===== src/rtl/txr_pkg.sv =====
package txr_pkg;

  localparam int unsigned ADDR_W    = 32;
  localparam int unsigned WORD_W    = 32;
  localparam int unsigned LEN_W     = 14;
  localparam int unsigned FAULT_W   = 3;
  localparam int unsigned LAST_BIT  = 15;
  localparam int unsigned NOCRC_BIT = 16;
  localparam int unsigned LATE_BIT  = 26;
  localparam int unsigned TXERR_BIT = 27;
  localparam int unsigned RETRY_BIT = 29;
  localparam int unsigned WRAP_BIT  = 30;
  localparam int unsigned OWN_BIT   = 31;
  localparam logic [ADDR_W-1:0] CTRL_OFS = ADDR_W'(4);

  typedef enum logic [2:0] {
    ST_IDLE,
    ST_CTRL,
    ST_ADDR,
    ST_FETCH,
    ST_SEND,
    ST_WBACK
  } txr_state_e;

  // byte lane of a little-endian word
  function automatic logic [7:0] lane_byte(input logic [WORD_W-1:0] w,
                                           input logic [1:0] lane);
    return w[{lane, 3'b000} +: 8];
  endfunction

  // control word handed back to software after a frame
  function automatic logic [WORD_W-1:0] wback_word(input logic [WORD_W-1:0] ctrl,
                                                   input logic [FAULT_W-1:0] flt);
    logic [WORD_W-1:0] w;
    w            = ctrl;
    w[OWN_BIT]   = 1'b1;
    w[RETRY_BIT] = flt[0];
    w[TXERR_BIT] = flt[1];
    w[LATE_BIT]  = flt[2];
    return w;
  endfunction

endpackage


===== src/rtl/txr_ring_ptr.sv =====
module txr_ring_ptr
  import txr_pkg::*;
#(
  parameter int unsigned IDX_W = 8
) (
  input  logic              clk,
  input  logic              rst_n,
  input  logic [ADDR_W-1:0] base_i,
  input  logic              advance_i,
  input  logic              wrap_i,
  output logic [ADDR_W-1:0] desc_addr_o
);
  localparam int unsigned SHIFT_W = IDX_W + 3;

  logic [IDX_W-1:0] idx_q;

  always_ff @(posedge clk or negedge rst_n) begin
    if (!rst_n) begin
      idx_q <= '0;
    end else if (advance_i) begin
      idx_q <= wrap_i ? '0 : idx_q + 1'b1;
    end
  end

  logic [SHIFT_W-1:0] ofs_w;
  assign ofs_w       = {idx_q, 3'b000};
  assign desc_addr_o = base_i + ADDR_W'(ofs_w);
endmodule


===== src/rtl/txr_buf_walker.sv =====
module txr_buf_walker
  import txr_pkg::*;
(
  input  logic              clk,
  input  logic              rst_n,
  input  logic              load_i,
  input  logic [ADDR_W-1:0] addr_i,
  input  logic [LEN_W-1:0]  len_i,
  input  logic              word_ld_i,
  input  logic [WORD_W-1:0] word_i,
  input  logic              take_i,
  output logic [ADDR_W-1:0] fetch_addr_o,
  output logic [7:0]        byte_o,
  output logic              last_byte_o,
  output logic              word_end_o
);
  logic [ADDR_W-1:0] ptr_q;
  logic [LEN_W-1:0]  left_q;
  logic [WORD_W-1:0] word_q;

  always_ff @(posedge clk or negedge rst_n) begin
    if (!rst_n) begin
      ptr_q  <= '0;
      left_q <= '0;
    end else if (load_i) begin
      ptr_q  <= addr_i;
      left_q <= len_i;
    end else if (take_i) begin
      ptr_q  <= ptr_q + 1'b1;
      left_q <= left_q - 1'b1;
    end
  end

  always_ff @(posedge clk or negedge rst_n) begin
    if (!rst_n) begin
      word_q <= '0;
    end else if (word_ld_i) begin
      word_q <= word_i;
    end
  end

  assign fetch_addr_o = {ptr_q[ADDR_W-1:2], 2'b00};
  assign byte_o       = lane_byte(word_q, ptr_q[1:0]);
  assign last_byte_o  = (left_q == LEN_W'(1));
  assign word_end_o   = (ptr_q[1:0] == 2'b11);
endmodule


===== src/rtl/txr_fault_latch.sv =====
module txr_fault_latch
  import txr_pkg::*;
(
  input  logic               clk,
  input  logic               rst_n,
  input  logic               clr_i,
  input  logic               cap_i,
  input  logic [FAULT_W-1:0] fault_i,
  output logic [FAULT_W-1:0] fault_o
);
  for (genvar b = 0; b < FAULT_W; b++) begin : g_bit
    always_ff @(posedge clk or negedge rst_n) begin
      if (!rst_n) begin
        fault_o[b] <= 1'b0;
      end else if (clr_i) begin
        fault_o[b] <= 1'b0;
      end else if (cap_i && fault_i[b]) begin
        fault_o[b] <= 1'b1;
      end
    end
  end
endmodule


===== src/rtl/txring_dma.sv =====
module txring_dma
  import txr_pkg::*;
#(
  parameter int unsigned IDX_W = 8
) (
  input  logic               clk,
  input  logic               rst_n,
  input  logic               start_i,
  input  logic [31:0]        ring_base_i,
  output logic               busy_o,
  output logic               mem_req_o,
  output logic               mem_we_o,
  output logic [31:0]        mem_addr_o,
  output logic [31:0]        mem_wdata_o,
  input  logic               mem_ack_i,
  input  logic [31:0]        mem_rdata_i,
  output logic [7:0]         tx_data_o,
  output logic               tx_valid_o,
  input  logic               tx_ready_i,
  output logic               tx_last_o,
  output logic               tx_nocrc_o,
  input  logic [2:0]         tx_fault_i
);
  txr_state_e state_q, state_d;

  logic [LEN_W-1:0]  cur_len_q;
  logic              cur_last_q;
  logic              cur_wrap_q;
  logic [WORD_W-1:0] first_ctrl_q;
  logic [ADDR_W-1:0] first_addr_q;
  logic              in_frame_q;
  logic              sof_q;

  logic [ADDR_W-1:0]  desc_addr_w;
  logic [ADDR_W-1:0]  fetch_addr_w;
  logic [7:0]         byte_w;
  logic               last_byte_w;
  logic               word_end_w;
  logic [FAULT_W-1:0] fault_w;

  // named internal events
  logic ctrl_ack_w, stop_w, ctrl_ok_w, frame_start_w;
  logic addr_ok_w, empty_buf_w, word_ok_w, take_w, buf_done_w, wb_done_w, cap_w;

  assign ctrl_ack_w    = (state_q == ST_CTRL) && mem_ack_i;
  assign stop_w        = ctrl_ack_w && mem_rdata_i[OWN_BIT];
  assign ctrl_ok_w     = ctrl_ack_w && !mem_rdata_i[OWN_BIT];
  assign frame_start_w = ctrl_ok_w && !in_frame_q;
  assign addr_ok_w     = (state_q == ST_ADDR) && mem_ack_i;
  assign empty_buf_w   = addr_ok_w && (cur_len_q == '0);
  assign word_ok_w     = (state_q == ST_FETCH) && mem_ack_i;
  assign take_w        = (state_q == ST_SEND) && tx_ready_i;
  assign buf_done_w    = empty_buf_w || (take_w && last_byte_w);
  assign wb_done_w     = (state_q == ST_WBACK) && mem_ack_i;
  assign cap_w         = (state_q inside {ST_ADDR, ST_FETCH, ST_SEND}) ||
                         ((state_q == ST_CTRL) && in_frame_q);

  txr_ring_ptr #(.IDX_W(IDX_W)) u_ptr (
    .clk        (clk),
    .rst_n      (rst_n),
    .base_i     (ring_base_i),
    .advance_i  (buf_done_w),
    .wrap_i     (cur_wrap_q),
    .desc_addr_o(desc_addr_w)
  );

  txr_buf_walker u_walk (
    .clk         (clk),
    .rst_n       (rst_n),
    .load_i      (addr_ok_w),
    .addr_i      (mem_rdata_i),
    .len_i       (cur_len_q),
    .word_ld_i   (word_ok_w),
    .word_i      (mem_rdata_i),
    .take_i      (take_w),
    .fetch_addr_o(fetch_addr_w),
    .byte_o      (byte_w),
    .last_byte_o (last_byte_w),
    .word_end_o  (word_end_w)
  );

  txr_fault_latch u_flt (
    .clk    (clk),
    .rst_n  (rst_n),
    .clr_i  (frame_start_w),
    .cap_i  (cap_w),
    .fault_i(tx_fault_i),
    .fault_o(fault_w)
  );

  always_comb begin
    state_d = state_q;
    unique case (state_q)
      ST_IDLE:  if (start_i) state_d = ST_CTRL;
      ST_CTRL:  if (mem_ack_i) state_d = mem_rdata_i[OWN_BIT] ? ST_IDLE : ST_ADDR;
      ST_ADDR: begin
        if (mem_ack_i) begin
          if (cur_len_q == '0) state_d = cur_last_q ? ST_WBACK : ST_CTRL;
          else                 state_d = ST_FETCH;
        end
      end
      ST_FETCH: if (mem_ack_i) state_d = ST_SEND;
      ST_SEND: begin
        if (tx_ready_i) begin
          if (last_byte_w)     state_d = cur_last_q ? ST_WBACK : ST_CTRL;
          else if (word_end_w) state_d = ST_FETCH;
        end
      end
      ST_WBACK: if (mem_ack_i) state_d = ST_CTRL;
      default:  state_d = ST_IDLE;
    endcase
  end

  always_ff @(posedge clk or negedge rst_n) begin
    if (!rst_n) begin
      state_q      <= ST_IDLE;
      cur_len_q    <= '0;
      cur_last_q   <= 1'b0;
      cur_wrap_q   <= 1'b0;
      first_ctrl_q <= '0;
      first_addr_q <= '0;
      in_frame_q   <= 1'b0;
      sof_q        <= 1'b0;
    end else begin
      state_q <= state_d;
      if (ctrl_ok_w) begin
        cur_len_q  <= mem_rdata_i[LEN_W-1:0];
        cur_last_q <= mem_rdata_i[LAST_BIT];
        cur_wrap_q <= mem_rdata_i[WRAP_BIT];
      end
      if (frame_start_w) begin
        first_ctrl_q <= mem_rdata_i;
        first_addr_q <= desc_addr_w;
        in_frame_q   <= 1'b1;
        sof_q        <= 1'b1;
      end else begin
        if (wb_done_w || stop_w) in_frame_q <= 1'b0;
        if (take_w)              sof_q      <= 1'b0;
      end
    end
  end

  always_comb begin
    unique case (state_q)
      ST_CTRL:  mem_addr_o = desc_addr_w + CTRL_OFS;
      ST_ADDR:  mem_addr_o = desc_addr_w;
      ST_FETCH: mem_addr_o = fetch_addr_w;
      ST_WBACK: mem_addr_o = first_addr_q + CTRL_OFS;
      default:  mem_addr_o = '0;
    endcase
  end

  assign busy_o      = (state_q != ST_IDLE);
  assign mem_req_o   = state_q inside {ST_CTRL, ST_ADDR, ST_FETCH, ST_WBACK};
  assign mem_we_o    = (state_q == ST_WBACK);
  assign mem_wdata_o = mem_we_o ? wback_word(first_ctrl_q, fault_w) : '0;
  assign tx_valid_o  = (state_q == ST_SEND);
  assign tx_data_o   = byte_w;
  assign tx_last_o   = tx_valid_o && cur_last_q && last_byte_w;
  assign tx_nocrc_o  = tx_valid_o && sof_q && first_ctrl_q[NOCRC_BIT];
endmodule


===== config.mk =====
export PLATFORM = sky130hd
export DESIGN_NAME = txring_dma
export DESIGN_NICKNAME = d
export VERILOG_FILES = /design/src/rtl/txr_pkg.sv /design/src/rtl/txr_ring_ptr.sv /design/src/rtl/txr_buf_walker.sv /design/src/rtl/txr_fault_latch.sv /design/src/rtl/txring_dma.sv
export SDC_FILE = /design/constraint.sdc
export NUM_CORES = 1
export LEC_CHECK = 0
export BUFFER_PORTS_ARGS = -buffer_cell sky130_fd_sc_hd__buf_4
export CORE_UTILIZATION = 45
export DETAILED_ROUTE_END_ITERATION = 8
export PLACE_DENSITY = 0.62
export SKIP_CTS_REPAIR_TIMING = 1
export SYNTH_ARGS = -nofsm -noshare
export SYNTH_HDL_FRONTEND = slang
export SYNTH_SLANG_ARGS = --single-unit

===== constraint.sdc =====
create_clock -name clk -period 8 [get_ports clk]
set_input_delay 0.8 -clock clk [delete_from_list [all_inputs] [get_ports clk]]
set_output_delay 0.8 -clock clk [all_outputs]
set_load 0.05 [all_outputs]

==> impl_metrics.tcl <==
set metrics [dict create \
    status "finished with violations" \
    violations "design-rule violations" \
    rows 56 \
    synth_cell_types 90 \
    hp-class "in2async" \
    synth_nets 1319 \
    synth_area_leader_cell "dfrtp_1" \
    worst_pin_slew_ns 1.244 \
    startpoint_type "flip-flop" \
    critPathTopFamily "simple AND/OR/NAND/NOR gates" \
    max_stage_delay_ns 0.85 \
    clk_pin_slew_ns 0.08 \
    grt_start_max_net_pins 67 \
    rsz0062_at_grt "no" \
    yosys_warnings 0 \
    globalplace.congestion 0.8956 \
    io_pins 150 \
    ys_top_cells_by_area "dfrtp_1, nand2_1, mux2_2" \
    start_util 0.4572 \
    finalMaxSlewViolations 0 \
    antenna_found_initial 0 \
    htree_levels 4 \
    die-area_um2 24400 \
    port_buffers 149 \
    dieHeight_um 156.2 \
    cap_violations 0 \
    ant_nets 0 \
    setup_viol 0 \
    grt_first_pass_wirelength_um 52010 \
    synth_top_area_share 0.3976 \
    crit_chain "nand3b_1 -> buf_4 -> inv_2 -> mux2_2 -> ha_1 -> o21ai_0 -> nor2_1 -> nand4bb_1 -> or3_1 -> o311a_1 -> o21ai_1 -> buf_4" \
    viasPerCell 5.882 \
    crit_path_max_fanout 64 \
    tns_ns 0 \
    hold_viol 0 \
    dp_hpwl_um 23870 \
    core_area_um2 23400 \
    peakVddDrop_uv 242.3 \
    place_inst 1642 \
    required_ns 7.20 \
    grt_pass1_vias 9158 \
    insertion_delay_ns 0.43 \
    routedWlPerCell_um 19.86 \
    track_usage 0.2809 \
    drtPass1Iterations 7 \
    min_period_ns 5.874 \
    final_cell_mix "nand2_1, dfrtp_1, buf_4" \
    wl_um 33250 \
    worst-setup-path-type "reg2out" \
    drc 1 \
    clock.fmax_mhz 170.2 \
    cts.path.max_buffers 2 \
    final_common_cell "nand2_1" \
    cp.arrival_ns 5.07 \
    critPathSlowestCell "inv_2" \
    synth_seq_cells 170 \
    tritoncts "done" \
    vias 9846 \
    synth_edf_count 0 \
    synthCells 1233 \
    area_growth_pct 18.09 \
    fin_cells 1674 \
    p_leak_nw 5.509 \
    synth_ff_type "dfrtp_1" \
    relSlewSlack 0.1707 \
    powerDensity_nw_per_um2 375.8 \
    nets 1428 \
    antenna_cells 0 \
    syn_area_um2 10700 \
    root_buffer "clkbuf_16" \
    synth.avg_cell_area_um2 8.677 \
    cp-end-kind "output port" \
    drtIter0Drc 815 \
    cts_sinks 170 \
    seq_area_frac_synth 0.3976 \
    drive_gt1_frac 0.2155 \
    critPathBufInv 3 \
    cts-buffers-inserted 17 \
    crit_path_frequent_cell "buf_4" \
    skew_ns 0.01063 \
    min_period_over_period 0.7343 \
    die_x_um 156.2 \
    grt_overflow 0 \
    synthArstFlopShare 1.000 \
]
[per-layer routing]
metal | part of all wire | vias to the layer above | GRT usage
met5 | 0 | - | 0
met4 | 0.017 | 0 | 0.07423
met3 | 0.068 | 35 | 0.04111
met2 | 0.45 | 339 | 0.4281
met1 | 0.47 | 4845 | 0.4142
li1 | - | 4627 | -
[report_power, final]
part / switching [mW] / internal (mW)
combinational: 1.47 / 0.815
clock: 0.401 / 0.416
sequential: 0.394 / 1.25
[logic make-up (layout without fill, tap and decap cells)]
logic type                 after synthesis  after routing  share of synthesized area
buffers and inverters                   95            217                    0.03497
muxes                                   70             70                    0.08116
AOI/OAI and AO/OA                      277            277                     0.1733
xor gates and xnor gates                54             54                    0.04631
DFF                                    170            170                     0.3976
adders and majority gates               14             14                    0.01707
and+or+nand+nor                        553            553                     0.2496
[cell type report]
type / instances / area, um2
sequential: 170 / 4255
multi-input combinational: 968 / 6083
clock buffer: 17 / 425.4
fill: 2261 / 10770
inverter: 22 / 82.58
tap: 319 / 399.1
timing repair buffer: 163 / 1227
clock inverter: 15 / 161.4
[sequential cells by signal, indices dropped and copies added (netlist names)]
| register | cells |
|---|---|
| cur_wrap_q | 1 |
| u_flt.fault_o | 3 |
| u_ptr.idx_q | 8 |
| u_walk.ptr_q | 32 |
| cur_last_q | 1 |
| u_walk.word_q | 32 |
| cur_len_q | 14 |
| in_frame_q | 1 |
| first_ctrl_q | 28 |
| sof_q | 1 |
| first_addr_q | 32 |
| u_walk.left_q | 14 |
| state_q | 3 |
[cell usage after synthesis, types with 10 or more instances]
master and instances:
dfrtp_1 170, nor3_1 28, inv_1 20, o311ai_0 11, o21ai_0 92, nand2_1 247, and2_1 39, nand3_1 46
a21oi_1 53, and3_1 17, nand4_1 23, o211ai_1 14, nor2_1 79, mux2_2 51, nor4_1 14, xor2_1 27
clkbuf_1 59, a31oi_1 14, nand2b_1 15, xnor2_1 24, mux2i_1 10, ha_1 13, o22ai_1 14
[metrics by stage]
| stage | hold slack, ns | setup slack (ns) | power, mW | area, um2 | utilization |
|---|---|---|---|---|---|
| after detailed placement | 0.4542 | 2.614 | 3.923 | 12050 | 0.5148 |
| after floorplan | 0.4374 | 2.616 | 3.183 | 10700 | - |
| after global routing | 0.3722 | 1.786 | 5.025 | 12630 | 0.5399 |
| after CTS | 0.3475 | 2.154 | 4.751 | 12630 | 0.5399 |
| after global placement | 0.4491 | 2.687 | 3.891 | 12050 | 0.5148 |
| final | 0.3249 | 2.126 | 4.748 | 12630 | 0.5399 |
[final timing paths]
path,endpoint,from,slack (ns),depth (start not counted)
worst max register to register,u_walk.ptr_q[31]$_DFFE_PN0P_,state_q[2]$_DFFE_PN0P_,4.46,7
worst max-delay path,mem_addr_o[24],state_q[1]$_DFFE_PN0P_,2.13,12
worst min register to register,first_ctrl_q[0]$_DFFE_PN0P_,first_ctrl_q[0]$_DFFE_PN0P_,0.47,2
min in group clk,first_ctrl_q[0]$_DFFE_PN0P_,first_ctrl_q[0]$_DFFE_PN0P_,0.47,2
max in group asynchronous,state_q[0]$_DFFE_PN0P_,rst_n,5.79,3
worst min-delay path,first_addr_q[18]$_DFFE_PN0P_,rst_n,0.32,1
No activity file was read; power rests on OpenSTA's default activity.
